File: config.mk
export PLATFORM = sky130hd
export DESIGN_NAME = refresh_power_mgr
export DESIGN_NICKNAME = d
export VERILOG_FILES = /design/src/rtl/rfpm_pkg.sv /design/src/rtl/rfpm_datapath.sv /design/src/rtl/rfpm_control.sv /design/src/rtl/refresh_power_mgr.sv
export SDC_FILE = /design/constraint.sdc
export NUM_CORES = 1
export LEC_CHECK = 0
export BUFFER_PORTS_ARGS = -buffer_cell sky130_fd_sc_hd__buf_2
export CELL_PAD_IN_SITES_DETAIL_PLACEMENT = 0
export CELL_PAD_IN_SITES_GLOBAL_PLACEMENT = 1
export CORE_MARGIN = 1.5
export CORE_UTILIZATION = 46
export CTS_CLUSTER_DIAMETER = 60
export DETAILED_ROUTE_END_ITERATION = 12
export PLACE_DENSITY = 0.87
export SYNTH_ARGS = -nofsm -noshare
export SYNTH_HDL_FRONTEND = slang
export SYNTH_SLANG_ARGS = --single-unit
File: constraint.sdc
create_clock -name clk -period 3.53 [get_ports clk]
set_input_delay 0.1765 -clock clk [delete_from_list [all_inputs] [get_ports clk]]
set_output_delay 0.1765 -clock clk [all_outputs]
set_load 0.1 [all_outputs]
File: src/rtl/rfpm_pkg.sv
package rfpm_pkg;

  typedef enum logic [3:0] {
    ST_IDLE,
    ST_REQ,
    ST_REF,
    ST_RWAIT,
    ST_PDOWN,
    ST_PDEXIT,
    ST_SRENT,
    ST_SELF,
    ST_SREXIT
  } rfpm_state_e;

  typedef struct packed {
    logic tickEn;
    logic decRef;
    logic loadWait;
    logic loadBurst;
  } rfpm_strobe_t;

endpackage

File: src/rtl/rfpm_datapath.sv
module rfpm_datapath
  import rfpm_pkg::*;
#(
  parameter int REF_INTERVAL = 780,
  parameter int TRC          = 4,
  parameter int BURST_COUNT  = 4096,
  parameter int MAX_PENDING  = 8
) (
  input  logic         clk,
  input  logic         rstN,
  input  logic         burstMode,
  input  rfpm_strobe_t strobes,
  output logic         refNeed,
  output logic         waitDone
);

  localparam int TW = (REF_INTERVAL > 1) ? $clog2(REF_INTERVAL) : 1;
  localparam int WW = $clog2(TRC + 1);
  localparam int BW = $clog2(BURST_COUNT + 1);
  localparam int EW = (BURST_COUNT > 1) ? $clog2(BURST_COUNT) : 1;
  localparam int PW = $clog2(MAX_PENDING + 1);
  localparam logic [TW-1:0] TIMER_LAST = TW'(REF_INTERVAL - 1);
  localparam logic [WW-1:0] WAIT_INIT  = WW'(TRC - 1);
  localparam logic [BW-1:0] BURST_MAX  = BW'(BURST_COUNT);
  localparam logic [EW-1:0] EPOCH_LAST = EW'(BURST_COUNT - 1);
  localparam logic [PW-1:0] PEND_MAX   = PW'(MAX_PENDING);

  logic [TW-1:0] timerCnt;
  logic [WW-1:0] waitCnt;
  logic [BW-1:0] burstLeft;
  logic [EW-1:0] epochCnt;
  logic [PW-1:0] pending;

  logic tick, liveTick, pendInc, pendDec, burstDec, epochWrap;

  assign tick      = (timerCnt == TIMER_LAST);
  assign liveTick  = tick && strobes.tickEn;
  assign pendInc   = liveTick && !burstMode && (pending != PEND_MAX);
  assign burstDec  = strobes.decRef && (burstLeft != '0);
  assign pendDec   = strobes.decRef && (burstLeft == '0) && (pending != '0);
  assign epochWrap = liveTick && burstMode && (epochCnt == EPOCH_LAST);
  assign refNeed   = (pending != '0) || (burstLeft != '0);
  assign waitDone  = (waitCnt == '0);

  always_ff @(posedge clk) begin
    if (!rstN) timerCnt <= '0;
    else if (tick) timerCnt <= '0;
    else timerCnt <= timerCnt + 1'b1;
  end

  always_ff @(posedge clk) begin
    if (!rstN) pending <= '0;
    else if (pendInc && !pendDec) pending <= pending + 1'b1;
    else if (pendDec && !pendInc) pending <= pending - 1'b1;
  end

  always_ff @(posedge clk) begin
    if (!rstN) epochCnt <= '0;
    else if (epochWrap) epochCnt <= '0;
    else if (liveTick && burstMode) epochCnt <= epochCnt + 1'b1;
  end

  always_ff @(posedge clk) begin
    if (!rstN) burstLeft <= '0;
    else if (strobes.loadBurst || epochWrap) burstLeft <= BURST_MAX;
    else if (burstDec) burstLeft <= burstLeft - 1'b1;
  end

  always_ff @(posedge clk) begin
    if (!rstN) waitCnt <= '0;
    else if (strobes.loadWait) waitCnt <= WAIT_INIT;
    else if (waitCnt != '0) waitCnt <= waitCnt - 1'b1;
  end


  pend_limit_chk: assert property (@(posedge clk) disable iff (!rstN)
    pending <= PEND_MAX);


  burst_load_chk: assert property (@(posedge clk) disable iff (!rstN)
    strobes.loadBurst |=> (burstLeft == BURST_MAX));

endmodule

File: src/rtl/rfpm_control.sv
module rfpm_control
  import rfpm_pkg::*;
(
  input  logic         clk,
  input  logic         rstN,
  input  logic         banksIdle,
  input  logic         grant,
  input  logic         burstMode,
  input  logic         pdReq,
  input  logic         srReq,
  input  logic         refNeed,
  input  logic         waitDone,
  output rfpm_strobe_t strobes,
  output logic         busReq,
  output logic         csN,
  output logic         rasN,
  output logic         casN,
  output logic         weN,
  output logic         cke
);

  rfpm_state_e state, nextState;
  logic anyWork, busOk;

  assign anyWork = refNeed || srReq || pdReq;
  assign busOk   = grant && banksIdle;

  always_ff @(posedge clk) begin
    if (!rstN) state <= ST_IDLE;
    else state <= nextState;
  end

  always_comb begin
    nextState = state;
    strobes   = '0;
    strobes.tickEn = !(state inside {ST_SRENT, ST_SELF, ST_SREXIT});
    case (state)
      ST_IDLE:   if (anyWork) nextState = ST_REQ;
      ST_REQ: begin
        if (busOk) begin
          if (refNeed)    nextState = ST_REF;
          else if (srReq) nextState = ST_SRENT;
          else if (pdReq) nextState = ST_PDOWN;
          else            nextState = ST_IDLE;
        end else if (!anyWork) begin
          nextState = ST_IDLE;
        end
      end
      ST_REF: begin
        strobes.decRef   = 1'b1;
        strobes.loadWait = 1'b1;
        nextState        = ST_RWAIT;
      end
      ST_RWAIT:  if (waitDone) nextState = ST_REQ;
      ST_PDOWN:  if (!pdReq || refNeed) nextState = ST_PDEXIT;
      ST_PDEXIT: nextState = ST_REQ;
      ST_SRENT:  nextState = ST_SELF;
      ST_SELF: begin
        if (!srReq) begin
          strobes.loadWait = 1'b1;
          nextState        = ST_SREXIT;
        end
      end
      ST_SREXIT: begin
        if (waitDone) begin
          strobes.loadBurst = burstMode;
          nextState         = ST_REQ;
        end
      end
      default:   nextState = ST_IDLE;
    endcase
  end

  assign busReq = (state != ST_IDLE);
  assign csN    = (state == ST_IDLE);
  assign rasN   = !(state inside {ST_REF, ST_SRENT});
  assign casN   = rasN;
  assign weN    = 1'b1;
  assign cke    = !(state inside {ST_PDOWN, ST_SRENT, ST_SELF});


  ref_idle_chk: assert property (@(posedge clk) disable iff (!rstN)
    (state == ST_REF) |-> $past(grant && banksIdle));


  self_hold_chk: assert property (@(posedge clk) disable iff (!rstN)
    (state == ST_SELF && srReq) |=> !cke);

endmodule

File: src/rtl/refresh_power_mgr.sv
module refresh_power_mgr
  import rfpm_pkg::*;
#(
  parameter int REF_INTERVAL = 780,
  parameter int TRC          = 4,
  parameter int BURST_COUNT  = 4096,
  parameter int MAX_PENDING  = 8
) (
  input  logic clk,
  input  logic rstN,
  input  logic banksIdle,
  input  logic grant,
  input  logic burstMode,
  input  logic pdReq,
  input  logic srReq,
  output logic busReq,
  output logic csN,
  output logic rasN,
  output logic casN,
  output logic weN,
  output logic cke
);

  rfpm_strobe_t strobes;
  logic refNeed, waitDone;

  rfpm_control u_ctrl (
    .clk(clk), .rstN(rstN), .banksIdle(banksIdle), .grant(grant),
    .burstMode(burstMode), .pdReq(pdReq), .srReq(srReq),
    .refNeed(refNeed), .waitDone(waitDone), .strobes(strobes),
    .busReq(busReq), .csN(csN), .rasN(rasN), .casN(casN), .weN(weN),
    .cke(cke)
  );

  rfpm_datapath #(
    .REF_INTERVAL(REF_INTERVAL), .TRC(TRC),
    .BURST_COUNT(BURST_COUNT), .MAX_PENDING(MAX_PENDING)
  ) u_dp (
    .clk(clk), .rstN(rstN), .burstMode(burstMode), .strobes(strobes),
    .refNeed(refNeed), .waitDone(waitDone)
  );


  cke_fall_chk: assert property (@(posedge clk) disable iff (!rstN)
    $fell(cke) |-> $past(grant && banksIdle));


  ar_then_nop_chk: assert property (@(posedge clk) disable iff (!rstN)
    (!csN && !rasN && cke) |=> (rasN && casN && cke));


  cke_owned_chk: assert property (@(posedge clk) disable iff (!rstN)
    !busReq |-> cke);

endmodule

## Word level (Yosys, flattened, before mapping)

Cells that the tools add are included.

- Bits in registers: 46

- Add/subtract/negate cells: 6
- Eq/ne operators: 16
- Muxes and demuxes: 21
- Bitwise operators: 1
- Reductions and logical operators: 42

Operators by type and width:

| operator | count |
|---|---|
| 2-to-1 mux 4 bit | 10 |
| case mux 4 bit (8 select lines) | 1 |
| 2-to-1 mux 13 bit | 2 |
| equality test 4 x 3 -> 1 bit, second input constant | 4 |
| logical NOT 13 bit | 1 |
| nonzero test 13 bit | 1 |
| subtractor 13 x 1 -> 13 bit, second input constant | 1 |
| adder 12 x 1 -> 12 bit, second input constant | 1 |
| equality test 12 bit, second input constant | 1 |
| logical AND 1 bit | 11 |
| adder 10 x 1 -> 10 bit, second input constant | 1 |
| equality test 10 bit, second input constant | 1 |
| OR reduction 2 bit | 5 |
| nonzero test 3 bit | 3 |
| equality test 4 x 2 -> 1 bit, second input constant | 2 |
| nonzero test 2 bit | 4 |
| nonzero test 4 bit | 2 |
| logical NOT 1 bit | 7 |
| != test 2 x 1 -> 1 bit, second input constant | 3 |
| logical OR 1 bit | 5 |
| AND reduction 5 bit | 1 |
| adder 4 x 1 -> 4 bit, second input constant | 1 |
| equality test 4 x 1 -> 1 bit, second input constant | 1 |
| equality test 4 bit, second input constant | 1 |
| other kinds (12) | 16 |

## Depth between registers and ports, before layout

Gate-level depths: netlist of run 1.

- Depth after elaboration: 10
- Mapped depth: 14
- Depth with buffers taken out: 13

## Modules after synthesis

A second synthesis of run 1 with hierarchy kept.

- Cells, all modules: 292
- Area, all modules: 2529.9 um^2

By module, submodules not included:

| module | times used | cells an instance | area an instance (um^2) | sequential area each (um^2) |
|---|---|---|---|---|
| rfpm_datapath | 1 | 236 | 2103.3 | 840.8 |
| rfpm_control | 1 | 56 | 426.7 | 80.1 |

## Worst setup path after synthesis of run 1

No wires, ideal clock.

- Path type: reg-to-output
- Start point: register u_ctrl.state[0]
- End point: output cke
- Data arrival time: 2706 ps
- Data required time: 3354 ps
- Slack: 647 ps
- Stages on the path, launching flop included: 4
- Path buffers: 1
- Cells stage by stage: dfxtp_1 buf_2 inv_1 o21ai_0

- Word-level cells in the longest chain between the ends: 3
- Elaborated cells between the ends (all ways): 5

Ends and longest elaborated chain:

| item | RTL line | RTL |
|---|---|---|
| start, declared | rfpm_control.sv:22 | `rfpm_state_e state, nextState;` |
| start signal, assigned | rfpm_control.sv:30 | `else state <= nextState;` |
| equality test 4 x 3 -> 1 bit | rfpm_control.sv:79 | `assign cke = !(state inside {ST_PDOWN, ST_SRENT, ST_SELF});` |
| nonzero test 3 bit * | rfpm_control.sv:79 |  |
| logical NOT 1 bit * | rfpm_control.sv:79 |  |
| end, declared | refresh_power_mgr.sv:21 | `output logic cke` |

Every way passes the cells marked *; elsewhere a longest branch is shown, timed or not.

## Worst setup path in the final report of run 1

- Start point: register u_dp.burstLeft[8]
- End point: register u_dp.pending[3]

- Word-level cells in the longest chain between the ends: 6
- Elaborated cells between the ends (all ways): 8

Ends and longest elaborated chain:

| item | RTL line | RTL |
|---|---|---|
| start, declared | rfpm_datapath.sv:30 | `logic [BW-1:0] burstLeft;` |
| start signal, assigned | rfpm_datapath.sv:66 | `else if (burstDec) burstLeft <= burstLeft - 1'b1;` |
| logical NOT 13 bit * | rfpm_datapath.sv:40 | `assign pendDec = strobes.decRef && (burstLeft == '0) && (pending != '0);` |
| logical AND 1 bit * (2 in series) | rfpm_datapath.sv:40 |  |
| logical NOT 1 bit | rfpm_datapath.sv:53 | `else if (pendInc && !pendDec) pending <= pending + 1'b1;` |
| logical AND 1 bit | rfpm_datapath.sv:53 |  |
| 2-to-1 mux 4 bit / nonzero test 2 bit (equally long branches) | n/a |  |
| end signal, assigned | rfpm_datapath.sv:53 |  |
| end signal, assigned | rfpm_datapath.sv:54 | `else if (pendDec && !pendInc) pending <= pending - 1'b1;` |
| end, declared | rfpm_datapath.sv:32 | `logic [PW-1:0] pending;` |

Marked as above.
A chain may end at the register's enable or synchronous reset.

==> summary.md, run 1 <==
| Metric | Value |
|---|---|
| Post-Route Setup TNS | 0 ns |
| Final Slew Violations | 0 |
| Layout area overhead | 6.397% |
| Final GP Congestion | 0.7970 |
| Clock power frac | 0.290 |
| Vias | 1903 |
| Synth cell types | 57 |
| H-Tree Depth | 2 |
| Clock Skews | 0.005517 ns |
| Seq cells post-synth | 46 |
| Post-Synthesis Cell Area | 2504 sq um |
| Clock-pin slew on the worst setup and hold paths | 0.08 ns |
| Mean Syn Cell Area | 8.754 sq um |
| Leakage | 0.0009962 uW |
| Crit path to | u_dp.pending[3] |
| Clock root cell | clkbuf_8 |
| Largest net degree at the start of global routing | 16 |
| EDFF count, synth | 0 |
| Final Hold Fails | 0 |
| Avg WL per Cell | 12.29 um |
| Setup bufs post-CTS | 0 |
| Worst setup SP type | flop |
| Crit path kind | flop to flop |
| Tightest Pin Transition | 0.6268 ns |
| Fin nets | 311 |
| Die Footprint | 5894 sq um |
| FF-to-FF End | u_dp.pending[3] |
| Final cycle utilization of the critical path | 0.8413 |
| CTS buffer count | 5 |
| Row cnt | 26 |
| Syn Nets | 303 |
| WL final | 4486 um |
| Iteration count of the initial detailed-routing pass | 4 |
| Total track usage | 0.1657 |
| Worst Reg-to-Reg Cells | 11 |
| DIE HEIGHT | 76.78 um |
| Critical Path End Type | flop |
| Hold_buf cts | 0 |
| Most frequent cells in the layout | nor2_1, dfxtp_1, nand2_1, xnor2_1 |
| Sequential area share after synthesis | 0.3678 |
| Die Wd | 76.78 um |
| Initial Utilization | 0.4840 |
| IO Port Bufs | 11 |
| # DRC | 0 |
| Hold-critical path depth | 2 |
| Share of cells above drive strength 1 | 0.1153 |
| Flop2flop setup slack | 0.56 ns |
| Clk buf depth | 2 |
| WP data required | 3.76 ns |
| Main synth FF type | dfxtp_1 |
| 1st-iter DRT viols | 83 |
| Post-DR vias/cell | 5.214 |
| Max Clock Freq | 0.3367 GHz |
| Vias in the first global route | 1807 |
| CTS resizes | 0 |
| Fillers | 501 |
| CP Data Arrival Time | 3.20 ns |
| Sequential Power Share | 0.507 |
| R2R Path Start | u_dp.burstLeft[8] |
| Post-route cell area | 2664 sq um |
| First-pass GRT wire length | 7935 um |
| Final setup vio count | 0 |
| Core area | 5172 sq um |
| CTS tree | built |
| Hpwl dp | 3210 um |
| Worst-Skew Late Latency | 0.30 ns |
| Path type of the worst min-delay path | input pin to flop |
| Status | finished, final reports clean |
| Antenna cells | 0 |
| Total congestion overflow | 0 |
| Placed Area | 2577 sq um |
| NetSw | 359.3 uW |
| CP max stage delay | 0.53 ns |
| Switching Share | 0.3226 |
| Clock sink count | 46 |
| Maximum vdd drop | 0.2318 mV |
| Slowest stage cell, crit path | or4_4 |
| Crit path launch | u_dp.burstLeft[8] |
| Unrepaired setup endpoints after global routing | false |
| Crit-path cells | or4_4, and4b_1, nand3b_1, ha_1, inv_1, ha_1, a21o_1, a21oi_1, xnor2_1, or3_1, a21oi_1 |
| Antenna violation net count after detailed routing | 0 |
| Logic pwr share | 0.203 |
| Pwr per Cell Area | 418.2 nW/um^2 |
| Initial antenna violation count | 0 |
| Max-Cap Viols | 0 |
| Int Power | 754.6 uW |
| Min Clock Period, post-route | 2.970 ns |
| Cells after Synth | 286 |
| I/O pins | 13 |
| Critical-path maximum fanout | 10 |
| Yosys warns | 0 |
| Fraction of registers with async set/reset | 0 |
| Slew HR | 0.5783 |
power groups by stage:
stage / combinational (uW) / clock, uW / sequential [uW]
after floorplan: 199 / 0 / 565
after detailed placement: 224 / 0 / 576
after global routing: 250 / 360 / 569
after global placement: 219 / 0 / 576
after CTS: 225 / 338 / 565
final: 226 / 323 / 565
state kept, by name (all words and copies together) (netlist names):
name            count
u_ctrl.state        4
u_dp.burstLeft     13
u_dp.epochCnt      12
u_dp.pending        4
u_dp.timerCnt      10
u_dp.waitCnt        3
final cells by class:
cell class	instances	area, sq um	area share
timing repair buffer	12	62.56	0.02349
tap	70	87.58	0.03288
sequential	46	920.9	0.3457
inverter	10	37.54	0.01409
clock buffer	6	72.57	0.02724
clock inverter	2	13.76	0.005167
multi-input combinational	219	1469	0.5514
critical path: cells and delay by family, from the launching register on:
| family | cells | cell delay, ns |
|---|---|---|
| compound gates | 3 | 0.48 |
| xor+xnor | 1 | 0.09 |
| fa+ha+maj | 2 | 0.46 |
| buf+inv | 1 | 0.11 |
| flops | 1 | 0.35 |
| simple gates | 4 | 1.43 |
metal layers:
layer	track usage	part of all wire	up-vias
met5	0	0	-
met4	0.03889	0.0094	0
met3	0.05357	0.038	6
met2	0.2726	0.44	19
met1	0.2096	0.51	870
li1	-	-	1008
how the worst min path moves through the flow:
stage                                start                 end
after floorplan                       rstN    u_dp.epochCnt[8]
after global placement    u_dp.timerCnt[0]    u_dp.timerCnt[0]
after detailed placement  u_dp.timerCnt[0]    u_dp.timerCnt[0]
after CTS                             rstN  u_dp.burstLeft[12]
after global routing                  rstN  u_dp.burstLeft[12]
final                                 rstN  u_dp.burstLeft[12]
synthesized netlist by cell type, drive strengths merged (2+ instances only):
library cell	instances	area [sq um]
nand4	9	71.32
nand3b	2	15.01
a211oi	4	42.54
and3	7	43.79
dfxtp	46	920.9
nand2b	3	18.77
nor2	46	172.7
inv	10	37.54
nor4b	3	47.54
or4	3	30.03
and4	3	27.53
clkbuf	2	17.51
or2	2	12.52
a21oi	10	50.05
buf	9	58.80
ha	9	112.6
nor4	7	58.81
nand3	7	35.03
nor3	6	30.03
nand2	20	75.07
xnor2	20	175.2
and2	7	45.05
o21ai	10	50.05
mux2i	3	30.03
or3	4	25.02
nor2b	6	45.04
xor2	11	96.34
metrics by stage:
stage / setup WS, ns / power (uW) / hold WS (ns) / utilization / cells
after global placement: 0.6124 / 795.9 / 0.4450 / 0.4983 / 357
after global routing: 0.3889 / 1179 / 0.1879 / 0.5150 / 365
after CTS: 0.5392 / 1128 / 0.1779 / 0.5150 / 365
after floorplan: 0.6472 / 763.3 / 0.2982 / - / 286
final: 0.5601 / 1114 / 0.1862 / 0.5150 / 365
after detailed placement: 0.5630 / 800.2 / 0.4653 / 0.4983 / 357
logic make-up (layout without fill, tap and decap cells):
| logic type | count (synthesis) | in the layout | synth area share |
|---|---|---|---|
| simple gates | 136 | 136 | 0.3049 |
| flops | 46 | 46 | 0.3678 |
| compound gates | 37 | 37 | 0.1025 |
| xor+xnor | 31 | 31 | 0.1084 |
| buf+inv | 21 | 30 | 0.04547 |
| fa+ha+maj | 10 | 10 | 0.05297 |
| mux | 4 | 4 | 0.01649 |
| other cells | 1 | 1 | 0.001498 |
Power figures use the tool's default switching activity.
==> run 2, diff against run 1 <==
clock period = 3 ns   (was 3.53 ns; I/O delays follow)
==> run 2 against run 1 <==
  * Setup slack got worse by 0.34 ns
  * Sequential share of layout area decreased by 0.76 points
  * Cell count increased by 1.4%
  * Die area unchanged
  * Clock skew increased by 0.0027 ns
  * Flip-flop and latch count unchanged
  * First-iteration DRC count decreased by 11%
  * Critical path type unchanged
==> summary.md, run 2 (synthesis results as in run 1) <==
| Metric | Value |
|---|---|
| Final setup vio count | 0 |
| CTS tree | built |
| Worst-Skew Late Latency | 0.30 ns |
| Initial antenna violation count | 0 |
| Pwr per Cell Area | 509.3 nW/um^2 |
| CP max stage delay | 0.55 ns |
| Clock sink count | 46 |
| Slowest stage cell, crit path | or4_4 |
| Crit-path cells | or4_4, nor4_4, and3_1, ha_1, inv_1, ha_1, a21o_1, a21oi_1, xnor2_1, or3_1, a21oi_1 |
| Die Wd | 76.78 um |
| Unrepaired setup endpoints after global routing | false |
| Final Hold Fails | 0 |
| Antenna violation net count after detailed routing | 0 |
| Clock Skews | 0.008177 ns |
| Crit path buffers/inverters | 1 |
| Clock-pin slew on the worst setup and hold paths | 0.08 ns |
| Clock root cell | clkbuf_8 |
| Initial Utilization | 0.4840 |
| Post-Route Setup TNS | 0 ns |
| DIE HEIGHT | 76.78 um |
| Critical Path End Type | flop |
| Clk buf depth | 2 |
| Min Clock Period, post-route | 2.780 ns |
| Placed Area | 2615 sq um |
| Critical path's top delay family | simple AND/OR/NAND/NOR gates |
| Path type of the worst min-delay path | input pin to flop |
| Avg WL per Cell | 12.71 um |
| Layout area overhead | 8.796% |
| Critical-path maximum fanout | 4 |
| H-Tree Depth | 2 |
| Final Non-Filler Cells | 370 |
| Worst setup SP type | flop |
| Vias | 1941 |
| Vias in the first global route | 1868 |
| 1st-iter DRT viols | 74 |
| Max Clock Freq | 0.3597 GHz |
| Post-route cell area | 2724 sq um |
| Cells after DPL | 362 |
| Max reg flops | 13 |
| Maximum vdd drop | 0.2605 mV |
| Status | finished, final reports clean |
| WL final | 4704 um |
| CTS resizes | 0 |
| Fillers | 499 |
| Slew HR | 0.6314 |
| Leakage | 0.001033 uW |
| Die Footprint | 5894 sq um |
| Tightest Pin Transition | 0.5479 ns |
| Max-Cap Viols | 0 |
| Crit path kind | flop to flop |
| Row cnt | 26 |
| # DRC | 0 |
| Fin nets | 316 |
| Final Slew Violations | 0 |
| Most frequent cells in the layout | nor2_1, dfxtp_1, nand2_1, xnor2_1 |
| Iteration count of the initial detailed-routing pass | 4 |
| Setup bufs post-CTS | 0 |
| IO Port Bufs | 11 |
| Largest net degree at the start of global routing | 16 |
| Share of cells above drive strength 1 | 0.1333 |
| Hpwl dp | 3474 um |
| Total congestion overflow | 0 |
| Biggest register | u_dp.burstLeft |
| Antenna cells | 0 |
| Biggest regs | u_dp.burstLeft: 13 flops, u_dp.epochCnt: 12 flops, u_dp.timerCnt: 10 flops |
| Total track usage | 0.1720 |
| WP data required | 3.23 ns |
| Final cycle utilization of the critical path | 0.9266 |
| CTS buffer count | 5 |
| I/O pins | 13 |
| First-pass GRT wire length | 8252 um |
| Core area | 5172 sq um |
| CP Data Arrival Time | 3.01 ns |
| Final GP Congestion | 0.8483 |
| Post-DR vias/cell | 5.246 |
| Flop2flop setup slack | 0.22 ns |
==> run 2: cell types whose count changed in the layout (fill, tap and decap cells not counted), sizes merged <==
| cell | before | now |
|---|---|---|
| buf | 12 | 17 |
| bufinv | 0 | 1 |
| clkbuf | 6 | 5 |
==> run 2: report_power, final <==
group | switching (uW) | internal (uW) | leakage (uW)
sequential | 23.1 | 638 | 0.000372
combinational | 185 | 89.4 | 0.000603
clock | 207 | 245 | 0.0000579
total | 415 | 972 | 0.00103
==> run 2: worst reg2reg max path: cells and delay by family (launching register included) <==
family / cells / cell delay, ns
compound gates: 3 / 0.48
xor+xnor: 1 / 0.09
fa+ha+maj: 2 / 0.45
buf+inv: 1 / 0.09
flops: 1 / 0.34
simple gates: 4 / 1.26
==> run 2: final timing paths <==
| path | from | to | cells past startpoint |
|---|---|---|---|
| worst max-delay path | u_dp.timerCnt[5] | u_dp.pending[3] | 11 |
| worst min-delay path | rstN | u_dp.burstLeft[12] | 2 |
| worst max register to register | u_dp.timerCnt[5] | u_dp.pending[3] | 11 |
| worst min register to register | u_dp.timerCnt[0] | u_dp.timerCnt[0] | 1 |
==> run 2: final cells by class <==
cell class	count	area, sq um	share of cell area
clock inverter	3	40.04	0.01470
inverter	10	37.54	0.01378
multi-input combinational	219	1469	0.5393
clock buffer	5	68.82	0.02526
sequential	46	920.9	0.3381
tap	70	87.58	0.03215
timing repair buffer	17	100.1	0.03675
==> run 2: through the flow <==
stage            util  hold slack [ns]  setup WS [ns]  total power (uW)
6_report       0.5266           0.1450         0.2202              1387
5_1_grt        0.5266           0.1640        0.01944              1459
4_1_cts        0.5266           0.1436         0.1408              1403
3_5_place_dp   0.5056           0.4503         0.1616             949.1
3_3_place_gp   0.5056           0.4448         0.2598             942.6
2_1_floorplan       -           0.2717         0.1437             898.1
==> run 2: repair_timing <==
action / in CTS / in global routing
hold endpoints to repair: 0 / 0
endpoints found under the setup margin: 0 / 1
hold buffers: 0 / 0
==> run 2: metal layers <==
layer	GRT usage	wire [um]
met5	0	0
met1	0.2201	2279
met4	0.05000	51
met2	0.2841	2238
met3	0.04405	135
==> run 3, diff against run 2 <==
CORE_MARGIN = 2   (was 1.5)
RECOVER_POWER = 50   (was not set)
SLEW_MARGIN = 5   (was not set)
==> run 3 against run 2 <==
  * Sequential power about the same
  * Combinational power decreased by 5%
  * Maximum frequency decreased by 1.2%
  * Wire length decreased by 7.5%
  * Clock power decreased by 15%
  * Cell count decreased by 0.54%
  * Setup slack got worse by 0.034 ns
  * Critical path type unchanged
  * Largest cell class unchanged
  * Largest power group unchanged
  * Highest routed layer unchanged
==> summary.md, run 3 (synthesis results as in run 1) <==
| Metric | Value |
|---|---|
| Crit-path cells | or4_4, nor4_4, and3_1, ha_1, inv_1, ha_1, a21o_1, a21oi_2, xnor2_1, or3_1, a21oi_1 |
| CTS buffer count | 5 |
| Crit path kind | flop to flop |
| Avg WL per Cell | 11.83 um |
| First-pass GRT wire length | 7652 um |
| Worst-Skew Late Latency | 0.30 ns |
| H-Tree Depth | 2 |
| Util after Layout | 0.5169 |
| Most frequent cells in the layout | nor2_1, dfxtp_1, nand2_1, xnor2_1, xor2_1 |
| Initial Utilization | 0.4840 |
| R2R Path Start | u_dp.timerCnt[5] |
| Clock-pin slew on the worst setup and hold paths | 0.09 ns |
| Clk buf depth | 2 |
| Hpwl dp | 3165 um |
| Initial antenna violation count | 0 |
| Max Clock Freq | 0.3554 GHz |
| CP Data Arrival Time | 3.05 ns |
| Placed Area | 2600 sq um |
| Total power | 1309 uW |
| IO Port Bufs | 11 |
| Post-DR vias/cell | 5.212 |
| Fillers | 510 |
| Final Hold Fails | 0 |
| Critical path's top delay family | simple AND/OR/NAND/NOR gates |
| Final setup vio count | 0 |
| Vias in the first global route | 1746 |
| Largest net degree at the start of global routing | 17 |
| # DRC | 0 |
| DIE HEIGHT | 77.78 um |
| Final Non-Filler Cells | 368 |
| Path type of the worst min-delay path | input pin to flop |
| Die Wd | 77.78 um |
| Unrepaired setup endpoints after global routing | false |
| Slew HR | 0.2252 |
| Post-Route Setup TNS | 0 ns |
| Biggest register | u_dp.burstLeft |
| Share of cells above drive strength 1 | 0.09732 |
| I/O pins | 13 |
| Final Slew Violations | 0 |
| Die Footprint | 6049 sq um |
| Min Clock Period, post-route | 2.814 ns |
| Critical Path End Type | flop |
| Clock sink count | 46 |
| Biggest regs | u_dp.burstLeft: 13 flops, u_dp.epochCnt: 12 flops, u_dp.timerCnt: 10 flops |
| Vias | 1918 |
| Clock Skews | 0.01164 ns |
| Setup bufs post-CTS | 0 |
| Core area | 5172 sq um |
| Fin nets | 314 |
| CTS tree | built |
| Tightest Pin Transition | 1.167 ns |
| Leakage | 0.0009867 uW |
| Layout area overhead | 6.796% |
| Crit path buffers/inverters | 1 |
| Antenna violation net count after detailed routing | 0 |
| Iteration count of the initial detailed-routing pass | 4 |
| Post-route cell area | 2674 sq um |
| Slowest stage cell, crit path | or4_4 |
| Final GP Congestion | 0.7914 |
| Critical-path maximum fanout | 4 |
| Status | finished, final reports clean |
| Final cycle utilization of the critical path | 0.9380 |
| Max reg flops | 13 |
| 1st-iter DRT viols | 65 |
| WP data required | 3.23 ns |
| Worst Min Path Start | rstN |
| Clock root cell | clkbuf_8 |
| Worst setup SP type | flop |
| Pwr per Cell Area | 489.7 nW/um^2 |
| Crit path top cell by count | ha_1 |
| CP max stage delay | 0.55 ns |
| WL final | 4353 um |
| Total congestion overflow | 0 |
| Crit path launch | u_dp.timerCnt[5] |
| Maximum vdd drop | 0.3150 mV |
| Total track usage | 0.1552 |
| Antenna cells | 0 |
| Row cnt | 26 |
| Max-Cap Viols | 0 |
| Cells after DPL | 360 |
-- run 3: worst paths after layout --
check	depth (start not counted)	end	slack, ns
hold reg to reg	1	u_dp.timerCnt[0]	0.47
setup reg to reg	11	u_dp.pending[3]	0.19
hold / removal	2	u_dp.burstLeft[12]	0.14
setup / recovery	11	u_dp.pending[3]	0.19
-- run 3: power by group --
part	internal (uW)	leakage [uW]	switching [uW]
combinational	83.1	0.000574	178
clock	167	0.0000408	220
sequential	638	0.000372	24.7
total	888	0.000987	422
-- run 3: area by class of cell --
type | instances | area [sq um] | share of cell area
multi-input cells | 219 | 1468 | 0.5489
flip-flops and latches | 46 | 920.9 | 0.3444
well taps | 70 | 87.58 | 0.03276
clock buffers | 5 | 68.82 | 0.02574
repair buffers | 15 | 67.56 | 0.02527
inverters | 10 | 37.54 | 0.01404
clock inverters | 3 | 23.77 | 0.008891
-- run 3: layer usage --
| layer | GRT usage | vias up | share of wire |
|---|---|---|---|
| met3 | 0.04070 | 8 | 0.034 |
| met1 | 0.2121 | 873 | 0.51 |
| met4 | 0.06964 | 0 | 0.020 |
| li1 | - | 1015 | - |
| met2 | 0.2284 | 22 | 0.43 |
| met5 | 0 | - | 0 |
-- run 3: what timing repair did --
action,in CTS,in global routing
endpoints found under the hold margin,0,0
endpoints found under the setup margin,0,1
resized for setup,0,1
hold buffers,0,0
-- run 3: per-stage QoR --
| step | setup slack, ns | hold slack, ns |
|---|---|---|
| 2_1_floorplan | 0.1437 | 0.2717 |
| 3_3_place_gp | 0.2180 | 0.4459 |
| 3_5_place_dp | 0.1541 | 0.4537 |
| 4_1_cts | 0.1418 | 0.1255 |
| 5_1_grt | 0.01572 | 0.1319 |
| 6_report | 0.1861 | 0.1375 |
-- run 3: worst register-to-register path: cells and delay by family, from the launching register on --
family | cells | cell delay (ns)
simple gates | 4 | 1.30
compound gates | 3 | 0.46
fa+ha+maj | 2 | 0.45
flops | 1 | 0.35
buf+inv | 1 | 0.09
xor+xnor | 1 | 0.08
